$ cat config.mk
export PLATFORM = sky130hd
export DESIGN_NAME = acc_core
export DESIGN_NICKNAME = d
export VERILOG_FILES = /design/src/rtl/acc_core_pkg.sv /design/src/rtl/acc_datapath.sv /design/src/rtl/acc_control.sv /design/src/rtl/acc_core.sv
export SDC_FILE = /design/constraint.sdc
export NUM_CORES = 1
export LEC_CHECK = 0
export ABC_AREA = 1
export BUFFER_PORTS_ARGS = -buffer_cell sky130_fd_sc_hd__buf_2
export CORE_UTILIZATION = 37
export CTS_CLUSTER_SIZE = 10
export DETAILED_ROUTE_END_ITERATION = 8
export PLACE_DENSITY = 0.58
export SYNTH_ARGS = -nofsm -noshare
export SYNTH_HDL_FRONTEND = slang
export SYNTH_SLANG_ARGS = --single-unit
$ cat constraint.sdc
create_clock -name clk -period 3.47 [get_ports clk]
set_clock_uncertainty 0.1 [all_clocks]
set_input_delay 0.347 -clock clk [delete_from_list [all_inputs] [get_ports clk]]
set_output_delay 0.347 -clock clk [all_outputs]
set_load 0.02 [all_outputs]
$ cat src/rtl/acc_core_pkg.sv
package acc_core_pkg;
  localparam int OPC_W = 4;

  localparam logic [OPC_W-1:0] OP_LOAD  = 4'd1;
  localparam logic [OPC_W-1:0] OP_STORE = 4'd2;
  localparam logic [OPC_W-1:0] OP_ADD   = 4'd3;
  localparam logic [OPC_W-1:0] OP_SUB   = 4'd4;
  localparam logic [OPC_W-1:0] OP_JUMP  = 4'd5;
  localparam logic [OPC_W-1:0] OP_JZ    = 4'd6;
  localparam logic [OPC_W-1:0] OP_JNZ   = 4'd7;
  localparam logic [OPC_W-1:0] OP_IMM   = 4'd8;

  typedef enum logic [1:0] {SEL_MEM, SEL_SUM, SEL_DIFF, SEL_IMM} acc_sel_e;

  typedef enum logic [2:0] {ST_FETCH, ST_DECODE, ST_MEMRD, ST_EXEC, ST_STOP} phase_e;

  typedef struct packed {
    logic     irLoad;
    logic     pcInc;
    logic     pcLoad;
    logic     accLoad;
    acc_sel_e accSel;
    logic     zeroLoad;
    logic     memWrite;
    logic     haltSet;
  } strobe_t;
endpackage

$ cat src/rtl/acc_datapath.sv
module acc_datapath
  import acc_core_pkg::*;
#(
  parameter int OPND_W = 16,
  parameter int DATA_W = 32
) (
  input  logic                    clk,
  input  logic                    rst,
  input  strobe_t                 st,
  input  logic [OPC_W+OPND_W-1:0] instrData,
  input  logic [DATA_W-1:0]       memRd,
  output logic [OPC_W-1:0]        opcode,
  output logic [OPND_W-1:0]       operand,
  output logic [OPND_W-1:0]       pc,
  output logic [DATA_W-1:0]       acc,
  output logic                    zeroFlag,
  output logic                    sumOvf,
  output logic                    diffNeg,
  output logic                    halt
);
  localparam int INSTR_W = OPC_W + OPND_W;
  localparam int PAD_W   = DATA_W - OPND_W;

  logic [INSTR_W-1:0] ir;
  logic [DATA_W:0]    sumWide;
  logic [DATA_W-1:0]  accNext;

  assign opcode  = ir[INSTR_W-1 -: OPC_W];
  assign operand = ir[OPND_W-1:0];
  assign sumWide = {1'b0, acc} + {1'b0, memRd};
  assign sumOvf  = sumWide[DATA_W];
  assign diffNeg = memRd > acc;

  always_comb begin
    unique case (st.accSel)
      SEL_MEM:  accNext = memRd;
      SEL_SUM:  accNext = sumWide[DATA_W-1:0];
      SEL_DIFF: accNext = acc - memRd;
      default:  accNext = {{PAD_W{1'b0}}, operand};
    endcase
  end

  always_ff @(posedge clk) begin
    if (rst) begin
      ir       <= '0;
      pc       <= '0;
      acc      <= '0;
      zeroFlag <= 1'b0;
      halt     <= 1'b0;
    end else begin
      if (st.irLoad)   ir       <= instrData;
      if (st.pcLoad)   pc       <= operand;
      else if (st.pcInc) pc     <= pc + 1'b1;
      if (st.accLoad)  acc      <= accNext;
      if (st.zeroLoad) zeroFlag <= (accNext == '0);
      if (st.haltSet)  halt     <= 1'b1;
    end
  end

  // reset clears the architectural state
  a_r2_reset_clears: assert property (@(posedge clk)
    rst |=> (pc == '0 && acc == '0 && !zeroFlag && !halt));
  // an overflowing sum is never committed
  a_r5_no_overflow: assert property (@(posedge clk) disable iff (rst)
    (st.accLoad && st.accSel == SEL_SUM) |-> !sumOvf);
  // a negative difference is never committed
  a_r6_no_underflow: assert property (@(posedge clk) disable iff (rst)
    (st.accLoad && st.accSel == SEL_DIFF) |-> !diffNeg);
  // the program counter holds, steps or takes the operand
  a_r8_pc_moves: assert property (@(posedge clk) disable iff (rst)
    1'b1 |=> (pc == $past(pc) || pc == $past(pc) + 1'b1 || pc == $past(operand)));
  // the zero flag agrees with the accumulator after an update
  a_r9_zero_tracks: assert property (@(posedge clk) disable iff (rst)
    st.zeroLoad |=> (zeroFlag == (acc == '0)));
  // halt is sticky
  a_r11_halt_sticky: assert property (@(posedge clk) disable iff (rst)
    halt |=> halt);
endmodule

$ cat src/rtl/acc_control.sv
module acc_control
  import acc_core_pkg::*;
(
  input  logic             clk,
  input  logic             rst,
  input  logic [OPC_W-1:0] fetchOp,
  input  logic [OPC_W-1:0] opcode,
  input  logic             zeroFlag,
  input  logic             sumOvf,
  input  logic             diffNeg,
  input  logic             halt,
  output strobe_t          st
);
  phase_e phase, phaseNext;
  logic   needsRead;

  assign needsRead = (fetchOp == OP_LOAD) || (fetchOp == OP_ADD) || (fetchOp == OP_SUB);

  always_comb begin
    st        = '0;
    phaseNext = phase;
    unique case (phase)
      ST_FETCH:  phaseNext = ST_DECODE;
      ST_DECODE: begin
        st.irLoad = 1'b1;
        phaseNext = needsRead ? ST_MEMRD : ST_EXEC;
      end
      ST_MEMRD:  phaseNext = ST_EXEC;
      ST_EXEC: begin
        st.pcInc = 1'b1;
        unique case (opcode)
          OP_LOAD: begin
            st.accLoad = 1'b1; st.accSel = SEL_MEM; st.zeroLoad = 1'b1;
          end
          OP_STORE: st.memWrite = 1'b1;
          OP_ADD: begin
            if (sumOvf) begin
              st.haltSet = 1'b1; st.pcInc = 1'b0;
            end else begin
              st.accLoad = 1'b1; st.accSel = SEL_SUM; st.zeroLoad = 1'b1;
            end
          end
          OP_SUB: begin
            if (diffNeg) begin
              st.haltSet = 1'b1; st.pcInc = 1'b0;
            end else begin
              st.accLoad = 1'b1; st.accSel = SEL_DIFF; st.zeroLoad = 1'b1;
            end
          end
          OP_JUMP: st.pcLoad = 1'b1;
          OP_JZ:   st.pcLoad = zeroFlag;
          OP_JNZ:  st.pcLoad = !zeroFlag;
          OP_IMM: begin
            st.accLoad = 1'b1; st.accSel = SEL_IMM; st.zeroLoad = 1'b1;
          end
          default: ;
        endcase
        phaseNext = st.haltSet ? ST_STOP : ST_FETCH;
      end
      default:   phaseNext = ST_STOP;
    endcase
  end

  always_ff @(posedge clk) begin
    if (rst) phase <= ST_FETCH;
    else     phase <= phaseNext;
  end

  // memory writes come only from an executing store
  a_r4_write_only_store: assert property (@(posedge clk) disable iff (rst)
    st.memWrite |-> (opcode == OP_STORE && phase == ST_EXEC));
  // a halted core issues no strobes
  a_r11_stop_quiet: assert property (@(posedge clk) disable iff (rst)
    halt |-> (st == '0 && phase == ST_STOP));
  // the program counter moves only at the end of execution
  a_r12_pc_in_exec: assert property (@(posedge clk) disable iff (rst)
    (st.pcInc || st.pcLoad) |-> phase == ST_EXEC);
endmodule

$ cat src/rtl/acc_core.sv
module acc_core
  import acc_core_pkg::*;
#(
  parameter int OPND_W = 16,
  parameter int DATA_W = 32
) (
  input  logic                    clk,
  input  logic                    rst,
  output logic [OPND_W-1:0]       instrAddr,
  input  logic [OPC_W+OPND_W-1:0] instrData,
  output logic [OPND_W-1:0]       dataAddr,
  output logic                    dataWrEn,
  output logic [DATA_W-1:0]       dataWrData,
  input  logic [DATA_W-1:0]       dataRdData,
  output logic                    halt
);
  localparam int INSTR_W = OPC_W + OPND_W;

  strobe_t           st;
  logic [OPC_W-1:0]  opcode;
  logic [OPND_W-1:0] operand;
  logic [OPND_W-1:0] pc;
  logic [DATA_W-1:0] acc;
  logic              zeroFlag, sumOvf, diffNeg;

  acc_control u_ctrl (
    .clk      (clk),
    .rst      (rst),
    .fetchOp  (instrData[INSTR_W-1 -: OPC_W]),
    .opcode   (opcode),
    .zeroFlag (zeroFlag),
    .sumOvf   (sumOvf),
    .diffNeg  (diffNeg),
    .halt     (halt),
    .st       (st)
  );

  acc_datapath #(.OPND_W(OPND_W), .DATA_W(DATA_W)) u_dp (
    .clk       (clk),
    .rst       (rst),
    .st        (st),
    .instrData (instrData),
    .memRd     (dataRdData),
    .opcode    (opcode),
    .operand   (operand),
    .pc        (pc),
    .acc       (acc),
    .zeroFlag  (zeroFlag),
    .sumOvf    (sumOvf),
    .diffNeg   (diffNeg),
    .halt      (halt)
  );

  assign instrAddr  = pc;
  assign dataAddr   = operand;
  assign dataWrEn   = st.memWrite;
  assign dataWrData = acc;
endmodule

## Word level (Yosys, flattened, before mapping)

Index checks and enable logic that the tools add are counted.

| word-level totals | value |
|---|---|
| bits in registers | 73 |
| bits in latches | 0 |
| RAM bits | 0 |
| ROM bits | 0 |
| output and inout port bits | 66 |
| logic and storage cells | 53 |
| memories kept | 0 |

| operators by class | value |
|---|---|
| add/sub/neg operators | 3 |
| $mul | 0 |
| divide/modulo/power cells | 0 |
| $lt $le $gt $ge | 1 |
| equal/unequal tests | 16 |
| shifts and indexed selects | 0 |
| multiplexer cells | 20 |
| bitwise logic cells | 0 |
| reductions and logical operators | 7 |

Operators by type and width:

| operator | count |
|---|---|
| $pmux 32 s3 | 1 |
| $add 32x32->33 | 1 |
| $gt 32x32->1 | 1 |
| $logic_not 32->1 | 1 |
| $mux 16 | 2 |
| $sub 32x32->32 | 1 |
| $eq 4x3->1 const B | 5 |
| $add 16x1->16 const B | 1 |
| $pmux 4 s4 | 1 |
| $eq 4x2->1 const B | 3 |
| $pmux 3 s4 | 1 |
| $eq 4x1->1 const B | 2 |
| $mux 1 | 8 |
| $mux 4 | 2 |
| $mux 8 | 1 |
| $eq 3x2->1 const B | 2 |
| $eq 4x4->1 const B | 1 |
| $pmux 1 s2 | 2 |
| $eq 3x1->1 const B | 1 |
| $logic_not 3->1 | 1 |
| $mux 3 | 1 |
| $pmux 1 s3 | 1 |
| $eq 2x1->1 const B | 1 |
| $eq 2x2->1 const B | 1 |
| other kinds (4) | 5 |

## Logic depth before layout (Yosys ltp)

Gate-level depths: netlist (run 1).

| depth | value |
|---|---|
| depth in word-level cells | 8 |
| gate-level depth with buffers | 26 |

## By module

From an unflattened synthesis (run 1), not the netlist that was laid out.

| second synthesis, totals | value |
|---|---|
| cells, all modules | 1,623 |
| area, all modules | 8,734.6 um^2 |

Modules (own cells, without submodules):

| module | instances | cells an instance | area each (um^2) | seq. area each (um^2) |
|---|---|---|---|---|
| acc_datapath | 1 | 1,575 | 8,440.6 | 1,401.3 |
| acc_control | 1 | 48 | 294.0 | 60.1 |

## Worst setup path before layout (run 1)

OpenSTA, ideal clock, no wires.

| timing path | value |
|---|---|
| path type | flip-flop to flip-flop |
| start point | reg u_dp.acc[0] |
| end point | reg u_dp.zeroFlag |
| setup time | 0.131 ns |
| arrival time | 2.606 ns |
| setup slack | 0.634 ns |
| stages on the path, launching flop included | 22 |
| path buffers | 1 |
| period minus slack after synthesis | 2.836 ns |
| cell sequence | dfxtp_1 ha_1 fa_1 nand2_1 nand2_1 nand4_1 nand2_1 nand2_1 nand2_2 nand2_1 nand3_4 nand2_8 nand2_8 nor2_2 buf_2 nand2_1 o211ai_1 nor2_1 nand3_1 nor2_1 nand2_1 a21oi_2 |

| between the ends | value |
|---|---|
| word-level cells in the longest chain between the ends | 7 |
| elaborated cells between the ends (all ways) | 12 |
| those cells by class | 2 x add/sub; 1 x order compare; 2 x eq/ne; 5 x mux; 2 x reduce/logical |

Ends and longest elaborated chain:

| element | line | RTL |
|---|---|---|
| from (decl) | acc_datapath.sv:15 | `output logic [DATA_W-1:0] acc,` |
| from (signal assigned) | acc_datapath.sv:54 | `if (st.accLoad) acc <= accNext;` |
| $add 32x32->33 or $gt 32x32->1 (tied branches) | acc_datapath.sv:30, acc_datapath.sv:32 |  |
| $mux 4, on equally long branches | acc_control.sv:37, acc_control.sv:44 |  |
| $pmux 4 s4 | acc_control.sv:31 | `unique case (opcode)` |
| $mux 8 | acc_control.sv:22 | `unique case (phase)` |
| $eq 2x2->1 (tied with other cells) | acc_datapath.sv:35 | `unique case (st.accSel)` |
| $pmux 32 s3 | acc_datapath.sv:35 |  |
| $logic_not 32->1 | acc_datapath.sv:55 | `if (st.zeroLoad) zeroFlag <= (accNext == '0);` |
| to (signal assigned) | acc_datapath.sv:55 |  |
| to (decl) | acc_datapath.sv:16 | `output logic zeroFlag,` |

Several ways; a longest one is shown, not always the timed one.
A chain may end at the register's enable or synchronous reset.

## Final worst setup path (run 1)

| timing path | value |
|---|---|
| start point | reg u_dp.acc[14] |
| end point | reg u_dp.zeroFlag |

Same word-level chain as after synthesis.

==> flow_summary.yaml, run 1 <==
routing:
  wl_per_cell_um: 18.6
  ant_nets: 0
  first_pass_iters: 6
  wl_um: 35400
  num_vias: 9920
  via_per_inst: 5.22
  first_iter_violations: 601
  drc: 0
global_route:
  grt_first_pass_wirelength_um: 52600
  grt_overflow: 0
  grt_use_total_pct: 31.1
  grt_pass1_vias: 9221
  grt_max_degree: 42
  antenna_found_initial: 0
sta:
  rsz0062_at_grt: "false"
  min_period_over_period_pct: 93.3
  hold_viol: 0
  layout_min_cycle_time_ns: 3.24
  max_slew.worst_pin.slew_ns: 0.692
  timing.hold.ws_ns: 0.146
  worst_slack_ns: 0.231
  slew_headroom_pct: 53.8
  setup_viol: 0
  max_freq_mhz: 309
  final_max_slew_viol_count: 0
pwr:
  switching_power_w: 0.00109
  combinationalPowerShare_pct: 32.8
  power_density_mw_per_mm2: 264
  power_frac_seq_pct: 32.8
  p_leak_nw: 5.51
  p_int_w: 0.00172
  p_clk_share_pct: 34.4
  sw_frac_of_total_pct: 38.7
  ir_drop_uv: 222
layout:
  layout.nets: 1734
  design_area_mm2: 0.0106
  multi_input_area_mm2: 0.00596
  regArea_mm2: 0.00147
  drive_gt1_share_pct: 25.2
  layout_commonest_cell: "nand2_1"
  syn2layout_area_growth_pct: 28.3
  most-common-layout-cells: "nand2_1, inv_1, nor2_1, buf_4, buf_2"
  fillers: 2406
clocking:
  clock_sinks: 73
  cts_hold_buf: 0
  cts_tree: "done"
  numCtsBuffers: 9
  clk-insertion-delay-late_ns: 0.37
  h-tree-depth: 3
  clock-root-buffer: "clkbuf_16"
  clk_pin_slew_worst_paths_ns: 0.07
  clock_path_buffers: 2
synthesis:
  async_reset_ff_share_pct: 0
  synth_simple_gate_area_share_pct: 37.2
  synth_area_leader_cell: "dfxtp_1"
  ys_seq_elements: 73
  synth-edff-count: 0
  synth_mux_area_share_pct: 0.121
  syn_area_mm2: 0.00828
  yosysUniqueCellTypes: 47
  synth_compound_area_share_pct: 17.0
  netlist_instances: 1372
  synth-xor-area-share_pct: 5.61
  yosysSeqAreaShare_pct: 17.7
  synth_top_cell_area_share_pct: 17.7
  yosys_warnings: 0
  syn_avg_cell_area_um2: 6.03
  syn_nets: 1493
  synth_top_family_by_area: "simple AND/OR/NAND/NOR gates"
  synth_area_leaders: "dfxtp_1, nand2_1, ha_1, nor2_1, inv_1"
  synth_flop_cell: "dfxtp_1"
  synth_adder_area_share_pct: 10.3
worst_setup_path:
  reg2reg_from: "u_dp.acc[14]"
  worstSetupStartpointType: "register"
  cp.required_ns: 3.60
  end_kind: "register"
  rrSetupSlack_ns: 0.23
  worst_r2r_path_depth: 20
  rr_endpoint: "u_dp.zeroFlag"
  critPathMaxFanout: 7
  worstSetupPathType: "reg2reg"
  cp.arrival_ns: 3.37
floorplanning:
  die_w_um: 152
  die_height_um: 152
  ioPinCount: 120
  start_util_pct: 37.8
  num_rows: 54
  coreArea_mm2: 0.0219
  dieArea_mm2: 0.0230
hold_path:
  holdCritStartpoint: "instrData[6]"
  hp-class: "in2reg"
  worstHoldPathCells: 3
  whs_endpoint: "u_dp.ir[6]"
placement:
  post_dp_cell_area_mm2: 0.0101
  place.gp.congestion: 1.01
  pre_cts_ws_ns: -0.0155
  dp_hpwl_um: 29700
  portBuffers: 119
outcome:
  outcome: "finished, final reports clean"
job:
  drv_cap: 0
power groups by stage:
| stage | clock (W) | combinational, W | sequential, W |
|---|---|---|---|
| after detailed placement | 0 | 0.000885 | 0.000939 |
| after CTS | 0.000980 | 0.000889 | 0.000920 |
| after global placement | 0 | 0.000886 | 0.000938 |
| after floorplan | 0 | 0.000473 | 0.000970 |
| after global routing | 0.00102 | 0.00100 | 0.000925 |
| final | 0.000966 | 0.000920 | 0.000921 |
cell usage after synthesis (20+ instances only):
cell	number
o21ai_0	83
dfxtp_1	73
a21oi_1	117
nand3_1	85
inv_2	20
nand2_1	315
ha_1	65
nor2_1	178
nand4_1	33
xor2_1	48
inv_1	163
timing repair:
action                                  CTS  global route
buffers inserted                          0             6
endpoints found under the setup margin    0             3
resized for setup                         0            41
how the worst max path moves through the flow:
stage | start | endpoint | cells past startpoint
after floorplan | u_dp.acc[0] | u_dp.zeroFlag | 21
after global placement | dataRdData[8] | u_dp.zeroFlag | 24
after detailed placement | dataRdData[15] | u_dp.zeroFlag | 20
after CTS | u_dp.acc[0] | u_dp.zeroFlag | 24
after global routing | u_dp.acc[0] | u_dp.zeroFlag | 24
final | u_dp.acc[14] | u_dp.zeroFlag | 20
critical path: stages (launching register included):
cell      delay (ns)
dfxtp_1         0.33
ha_1            0.49
nand2_2         0.13
nor2_2          0.14
and3_1          0.19
nand2_1         0.07
nand2_2         0.08
nand2_1         0.06
nand2_2         0.08
nand2_4         0.08
nand2_8         0.11
nand2_8         0.08
nor2_4          0.32
nand3_1         0.15
o211ai_1        0.16
nor2_1          0.08
buf_4           0.16
nand3_1         0.11
nor2_1          0.06
nand2_1         0.07
a21oi_2         0.05
stage by stage:
step	instances	TNS [ns]	total power (W)	utilization (%)
floorplan	1372	0	0.00144	-
global placement	1875	-0.0283	0.00182	46.3
detailed placement	1875	-0.0155	0.00182	46.3
CTS	1891	0	0.00279	47.6
global route	1898	0	0.00294	48.5
finish	1899	0	0.00281	48.5
sequential cells by signal, summed over array words and instances, names as in the netlist:
signal         cells
u_dp.halt          1
u_dp.acc          32
u_ctrl.phase       3
u_dp.zeroFlag      1
u_dp.ir           20
u_dp.pc           16
routing by layer:
layer | vias to the layer above | track usage [%] | routed length [um]
li1 | 4929 | - | -
met1 | 4565 | 38.3 | 15100
met2 | 349 | 53.3 | 16800
met3 | 77 | 4.16 | 1850
met4 | 0 | 14.6 | 1600
met5 | - | 0 | 0
cell type report:
cell class | count | area share, %
inverter | 184 | 6.53
antenna | 1 | 0.0236
clock inverter | 7 | 0.577
timing repair buffer | 280 | 17.5
tap | 280 | 3.30
sequential | 73 | 13.8
multi-input combinational | 1065 | 56.2
clock buffer | 9 | 2.12
logic make-up (layout without fill, tap and decap cells):
kind of cell | count (synthesis) | count (layout)
other | 0 | 1
XOR/XNOR | 53 | 53
buffers and inverters | 235 | 480
multiplexers | 1 | 1
AO/OA/AOI/OAI | 255 | 255
flip-flops | 73 | 73
adder cells (fa/ha/maj) | 67 | 67
AND/OR/NAND/NOR | 688 | 689
No activity file was read; power rests on OpenSTA's default activity.
==> run 2, diff against run 1 <==
--- a/config.mk
+++ b/config.mk
@@ -5,7 +5,6 @@
 export SDC_FILE = /design/constraint.sdc
 export NUM_CORES = 1
 export LEC_CHECK = 0
-export ABC_AREA = 1
 export BUFFER_PORTS_ARGS = -buffer_cell sky130_fd_sc_hd__buf_2
 export CORE_UTILIZATION = 37
 export CTS_CLUSTER_SIZE = 10
==> constraint.sdc (replaced) <==
create_clock -name clk -period 3.75 [get_ports clk]
set_clock_uncertainty 0.1 [all_clocks]
set_input_delay 0.375 -clock clk [delete_from_list [all_inputs] [get_ports clk]]
set_output_delay 0.375 -clock clk [all_outputs]
set_load 0.02 [all_outputs]
==> run 2 against run 1 <==
Critical path depth down 4. Utilization rose by 5.9 points. Maximum frequency shrank 13%. Clock-buffer cell count stayed put. Wire length fell by 5.6%. Worst hold slack gained 0.012 ns. Non-clock buffer count rose by 107. Clock power decreased by 0.6%. Power decreased by 4.0%. Via count fell by 2.7%. Combinational power down 5.4%. Largest cell class unchanged.
==> flow_summary.yaml, run 2 <==
floorplanning:
  die_height_um: 148
  dieArea_mm2: 0.0218
  die_w_um: 148
  ioPinCount: 120
  start_util_pct: 38.3
  num_rows: 52
  coreArea_mm2: 0.0206
synthesis:
  synth_top_cell_area_share_pct: 18.6
  syn_nets: 1201
  yosysSeqAreaShare_pct: 18.6
  syn_area_mm2: 0.00787
  syn_avg_cell_area_um2: 7.28
  synth_flop_cell: "dfxtp_1"
  synth_area_leader_cell: "dfxtp_1"
  netlist_instances: 1080
  ys_seq_elements: 73
  netlist_top_cells_count: "a21oi_1, nor2_1, nand2_1"
  yosysUniqueCellTypes: 94
  async_reset_ff_share_pct: 0
  yosys_warnings: 0
  synth_area_leaders: "dfxtp_1, ha_1, a21oi_1, nor2_1, nand2_1"
  synth-edff-count: 0
  yosysMostFrequentCell: "a21oi_1"
routing:
  wl_per_cell_um: 19.9
  first_iter_violations: 752
  first_pass_iters: 5
  num_vias: 9652
  via_per_inst: 5.73
  drc: 0
  ant_nets: 0
  wl_um: 33400
sta:
  setup_tns_ns: 0
  layout_min_cycle_time_ns: 3.70
  hold_viol: 0
  setup_viol: 0
  rsz0062_at_grt: "true"
  slew_headroom_pct: 46.3
  timing.hold.ws_ns: 0.158
  max_freq_mhz: 270
  final_max_slew_viol_count: 0
  max_slew.worst_pin.slew_ns: 0.803
  min_period_over_period_pct: 98.7
clocking:
  clk-insertion-delay-late_ns: 0.35
  clock_path_buffers: 2
  h-tree-depth: 3
  clk_pin_slew_worst_paths_ns: 0.07
  cts_hold_buf: 0
  numCtsBuffers: 9
  clock_sinks: 73
  cts_tree: "done"
  clock-root-buffer: "clkbuf_16"
pwr:
  power_density_mw_per_mm2: 241
  switching_power_w: 0.000975
  sw_frac_of_total_pct: 36.2
  p_clk_share_pct: 35.6
  power_frac_seq_pct: 32.0
  p_leak_nw: 5.14
  ir_drop_uv: 264
  p_int_w: 0.00172
  combinationalPowerShare_pct: 32.3
layout:
  syn2layout_area_growth_pct: 42.1
  layout_commonest_cell: "buf_4"
  antenna_cells: 0
  layout.nets: 1529
  largest_register_ffs: 32
  drive_gt1_share_pct: 35.7
  reg_top3: "u_dp.acc (32), u_dp.ir (20), u_dp.pc (16)"
  most-common-layout-cells: "buf_4, buf_2, nor2_1, a21oi_1, nand2_1"
  top_register: "u_dp.acc"
worst_setup_path:
  crit_end: "u_dp.zeroFlag"
  cp.arrival_ns: 3.87
  worstSetupStartpointType: "register"
  cp.required_ns: 3.92
  rr_endpoint: "u_dp.zeroFlag"
  reg2reg_from: "u_dp.acc[0]"
  cp-startpoint: "u_dp.acc[0]"
  rrSetupSlack_ns: 0.05
  critPathMaxFanout: 8
  worstSetupPathType: "reg2reg"
  end_kind: "register"
  worst_r2r_path_depth: 16
global_route:
  use_met2_pct: 48.5
  grt_overflow: 0
  antenna_found_initial: 0
  grt_pass1_vias: 9056
  grtUsageMet1_pct: 40.6
  grt_first_pass_wirelength_um: 51100
  grt_max_degree: 52
  busiest_layer: "met2"
  met3_usage_pct: 3.80
  grt_use_total_pct: 30.2
placement:
  place.gp.congestion: 0.991
  portBuffers: 119
  dp_hpwl_um: 26700
hold_path:
  hp-class: "in2reg"
outcome:
  outcome: "finished, final reports clean"
job:
  drv_cap: 0
[run 2: cell types whose count changed in the layout (fill, tap and decap cells not counted), sizes merged, moves of 26 or more]
cell and change:
xnor2 +31, a211oi +26, xor2 -45, buf +106, inv -112, nand3 -66
nand2 -235, nor2 -87
[run 2: per-layer routing]
| metal | wire length [um] | vias up |
|---|---|---|
| li1 | - | 4629 |
| met1 | 15200 | 4592 |
| met2 | 15000 | 362 |
| met3 | 1850 | 69 |
| met4 | 1300 | 0 |
| met5 | 0 | - |
[run 2: worst min-delay path by stage]
| stage | depth (start not counted) | endpoint | startpoint |
|---|---|---|---|
| after floorplan | 1 | u_ctrl.phase[0] | u_ctrl.phase[2] |
| after detailed placement | 1 | u_ctrl.phase[0] | u_ctrl.phase[2] |
| after CTS | 3 | u_dp.ir[15] | instrData[15] |
| final | 3 | u_dp.ir[5] | instrData[5] |
| after global placement | 2 | u_dp.halt | u_dp.halt |
| after global routing | 3 | u_dp.ir[15] | instrData[15] |
[run 2: what timing repair did]
action                     4_1_cts  5_1_grt
gates cloned                     0        2
setup buffers                    5       15
setup endpoints to repair        1       21
gates resized for setup          9       66
hold endpoints to repair         0        0
pin swaps                        7       32
[run 2: power groups by stage]
stage	combinational [W]	sequential, W	clock (W)
5_1_grt	0.000939	0.000867	0.00101
2_1_floorplan	0.000422	0.000888	0
4_1_cts	0.000817	0.000861	0.000986
3_5_place_dp	0.000807	0.000878	0
3_3_place_gp	0.000807	0.000878	0
6_report	0.000870	0.000863	0.000960
[run 2: worst max-delay path, stage by stage, from the launching register on]
cell and delay [ns]:
dfxtp_2 0.32, buf_4 0.13, ha_2 0.19, fa_2 0.34, nor2b_4 0.14, o311ai_4 0.29, a31oi_2 0.17, a211oi_2 0.31
buf_4 0.18, o211ai_4 0.10, buf_12 0.17, o22ai_1 0.10, a221o_1 0.19, nand4_1 0.20, nor4_2 0.31, nand4_1 0.13
o31ai_2 0.24
[run 2: cell type report]
class	instances	area (um2)
clock inverters	7	86.3
flip-flops and latches	73	1460
repair buffers	387	2670
multi-input cells	864	6120
clock buffers	9	225
well taps	270	338
inverters	73	274
fillers	2048	9380
[run 2: logic make-up (layout without fill, tap and decap cells)]
family / count (synthesis) / after routing / synth area share [%]
AOI/OAI and AO/OA: 388 / 388 / 34.6
xor gates and xnor gates: 39 / 39 / 4.34
adders and majority gates: 67 / 67 / 10.8
buffers and inverters: 143 / 476 / 7.94
muxes: 5 / 5 / 0.795
DFF: 73 / 73 / 18.6
and+or+nand+nor: 365 / 365 / 22.9
[run 2: metrics by stage]
stage	cell area [um2]	setup slack, ns	power, W	cells	utilization [%]
final	11200	0.0473	0.00269	1683	54.4
after global routing	11200	-0.0619	0.00281	1683	54.4
after CTS	10700	0.00728	0.00266	1667	52.3
after detailed placement	10400	-0.345	0.00168	1646	50.4
after global placement	10400	-0.179	0.00168	1646	50.4
after floorplan	7870	0.116	0.00131	1080	-
==> run 3, diff against run 2 <==
==> constraint.sdc (replaced) <==
create_clock -name clk -period 3.9 [get_ports clk]
set_clock_uncertainty 0.1 [all_clocks]
set_input_delay 0.39 -clock clk [delete_from_list [all_inputs] [get_ports clk]]
set_output_delay 0.39 -clock clk [all_outputs]
set_load 0.02 [all_outputs]
==> run 3 against run 2 <==
Sequential share of layout area up 1.2 points. Final area down 8.2%. Non-clock buffer count down 89. Clock-buffer cell count unchanged. Register-to-register slack better by 0.05 ns. Critical path depth down 4. Power down 6.7%. Sequential power down 3.7%. Die area unchanged. Largest cell class unchanged.
==> flow_summary.yaml, run 3 (synthesis results as in run 2) <==
placement:
  placedCellCount: 1570
  dp_hpwl_um: 26300
  place.gp.congestion: 1.05
  portBuffers: 119
layout:
  layout_commonest_cell: "buf_4"
  top_register: "u_dp.acc"
  drive_gt1_share_pct: 28.7
  syn2layout_area_growth_pct: 30.5
  antenna_cells: 0
  layoutNonFillerInstCount: 1594
  largest_register_ffs: 32
  most-common-layout-cells: "buf_4, buf_2, a21oi_1, nor2_1, nand2_1"
  reg_top3: "u_dp.acc (32), u_dp.ir (20), u_dp.pc (16)"
  utilization_pct: 49.9
  layout.nets: 1440
worst_setup_path:
  worstSetupStartpointType: "register"
  end_kind: "register"
  critPathMaxFanout: 8
  reg2reg_from: "u_dp.acc[18]"
  rr_endpoint: "u_dp.zeroFlag"
  worst_r2r_path_depth: 12
  max_stage_delay_ns: 0.47
  crit_slowest_cell: "or3_4"
  cp-startpoint: "u_dp.acc[18]"
  crit_chain: "ha_1 -> nand2_2 -> o21ai_2 -> a21o_1 -> a221o_1 -> o21ba_1 -> or3_4 -> buf_4 -> o221ai_1 -> and4b_1 -> nand4_1 -> o31ai_2"
  cp.arrival_ns: 3.98
  cp.required_ns: 4.08
  rrSetupSlack_ns: 0.09
  worstSetupPathType: "reg2reg"
clocking:
  clock-root-buffer: "clkbuf_16"
  clk_pin_slew_worst_paths_ns: 0.08
  numCtsBuffers: 9
  clk-insertion-delay-late_ns: 0.36
  cts_tree: "done"
  cts_hold_buf: 0
  h-tree-depth: 3
  clock_path_buffers: 2
  clock_sinks: 73
sta:
  setup_viol: 0
  timing.hold.ws_ns: 0.172
  hold_viol: 0
  slew_headroom_pct: 46.6
  rsz0062_at_grt: "true"
  layout_min_cycle_time_ns: 3.81
  max_freq_mhz: 263
  final_max_slew_viol_count: 0
  min_period_over_period_pct: 97.6
  max_slew.worst_pin.slew_ns: 0.789
  setup_tns_ns: 0
global_route:
  grt_first_pass_wirelength_um: 50400
  grt_overflow: 0
  grt_use_total_pct: 30.0
  grt_max_degree: 49
  grt_pass1_vias: 8675
  antenna_found_initial: 0
routing:
  wl_per_cell_um: 20.6
  drc: 0
  ant_nets: 0
  first_pass_iters: 8
  wl_um: 32800
  first_iter_violations: 805
  via_per_inst: 5.86
  num_vias: 9333
floorplanning:
  start_util_pct: 38.3
  dieArea_mm2: 0.0218
  ioPinCount: 120
  coreArea_mm2: 0.0206
  die_w_um: 148
  die_height_um: 148
  num_rows: 52
hold_path:
  holdCritStartpoint: "instrData[5]"
  worstHoldPathCells: 3
  whs_endpoint: "u_dp.ir[5]"
  hp-class: "in2reg"
pwr:
  power_density_mw_per_mm2: 245
  total_power_w: 0.00251
  ir_drop_uv: 232
  p_leak_nw: 4.68
outcome:
  outcome: "finished, final reports clean"
job:
  drv_cap: 0
run 3: cell types whose count changed in the layout (fill, tap and decap cells not counted), moves of 5 or more:
cell     change
ha_1         +7
a21oi_2      -5
ha_2         -6
a21oi_1      +5
buf_4       -85
run 3: routing by layer:
metal,track usage [%],share of wire [%],vias up
met2,48.1,46,444
li1,-,-,4462
met4,11.3,3.2,0
met5,0,0,-
met1,40.7,44,4362
met3,3.95,6.9,65
run 3: cell type report:
type                    instances  area [um2]
fillers                      2123       10300
multi-input cells             864        5910
repair buffers                298        1970
flip-flops and latches         73        1460
well taps                     270         338
inverters                      73         274
clock buffers                   9         225
clock inverters                 7        85.1
run 3: where the power goes:
part	internal, W	switching [W]
logic	0.000306	0.000450
registers	0.000778	0.0000537
clock network	0.000511	0.000415
total	0.00159	0.000919
run 3: through the flow:
stage	worst slack, ns	area, um2
global route	-0.0670	10300
detailed placement	-0.222	9740
CTS	0.00303	10100
global placement	-0.0919	9740
floorplan	0.266	7870
finish	0.0939	10300
run 3: worst max path at each step:
stage | depth (start not counted) | end | slack, ns
floorplan | 14 | u_dp.zeroFlag | 0.27
global placement | 16 | u_dp.zeroFlag | -0.09
detailed placement | 16 | u_dp.zeroFlag | -0.22
CTS | 14 | u_dp.zeroFlag | 0.003
global route | 14 | u_dp.zeroFlag | -0.07
finish | 12 | u_dp.zeroFlag | 0.09
run 3: timing repair:
| action | in CTS | in global routing |
|---|---|---|
| buffers inserted | 1 | 7 |
| gates resized for setup | 5 | 24 |
| endpoints found under the hold margin | 0 | 0 |
| pin swaps | 1 | 17 |
| endpoints found under the setup margin | 1 | 20 |
run 3: worst max-delay path, delay by kind of cell (launching register included):
kind	cells	cell delay, ns
buffers and inverters	1	0.19
AND/OR/NAND/NOR	4	1.01
flip-flops	1	0.35
AO/OA/AOI/OAI	6	1.62
adder cells (fa/ha/maj)	1	0.45
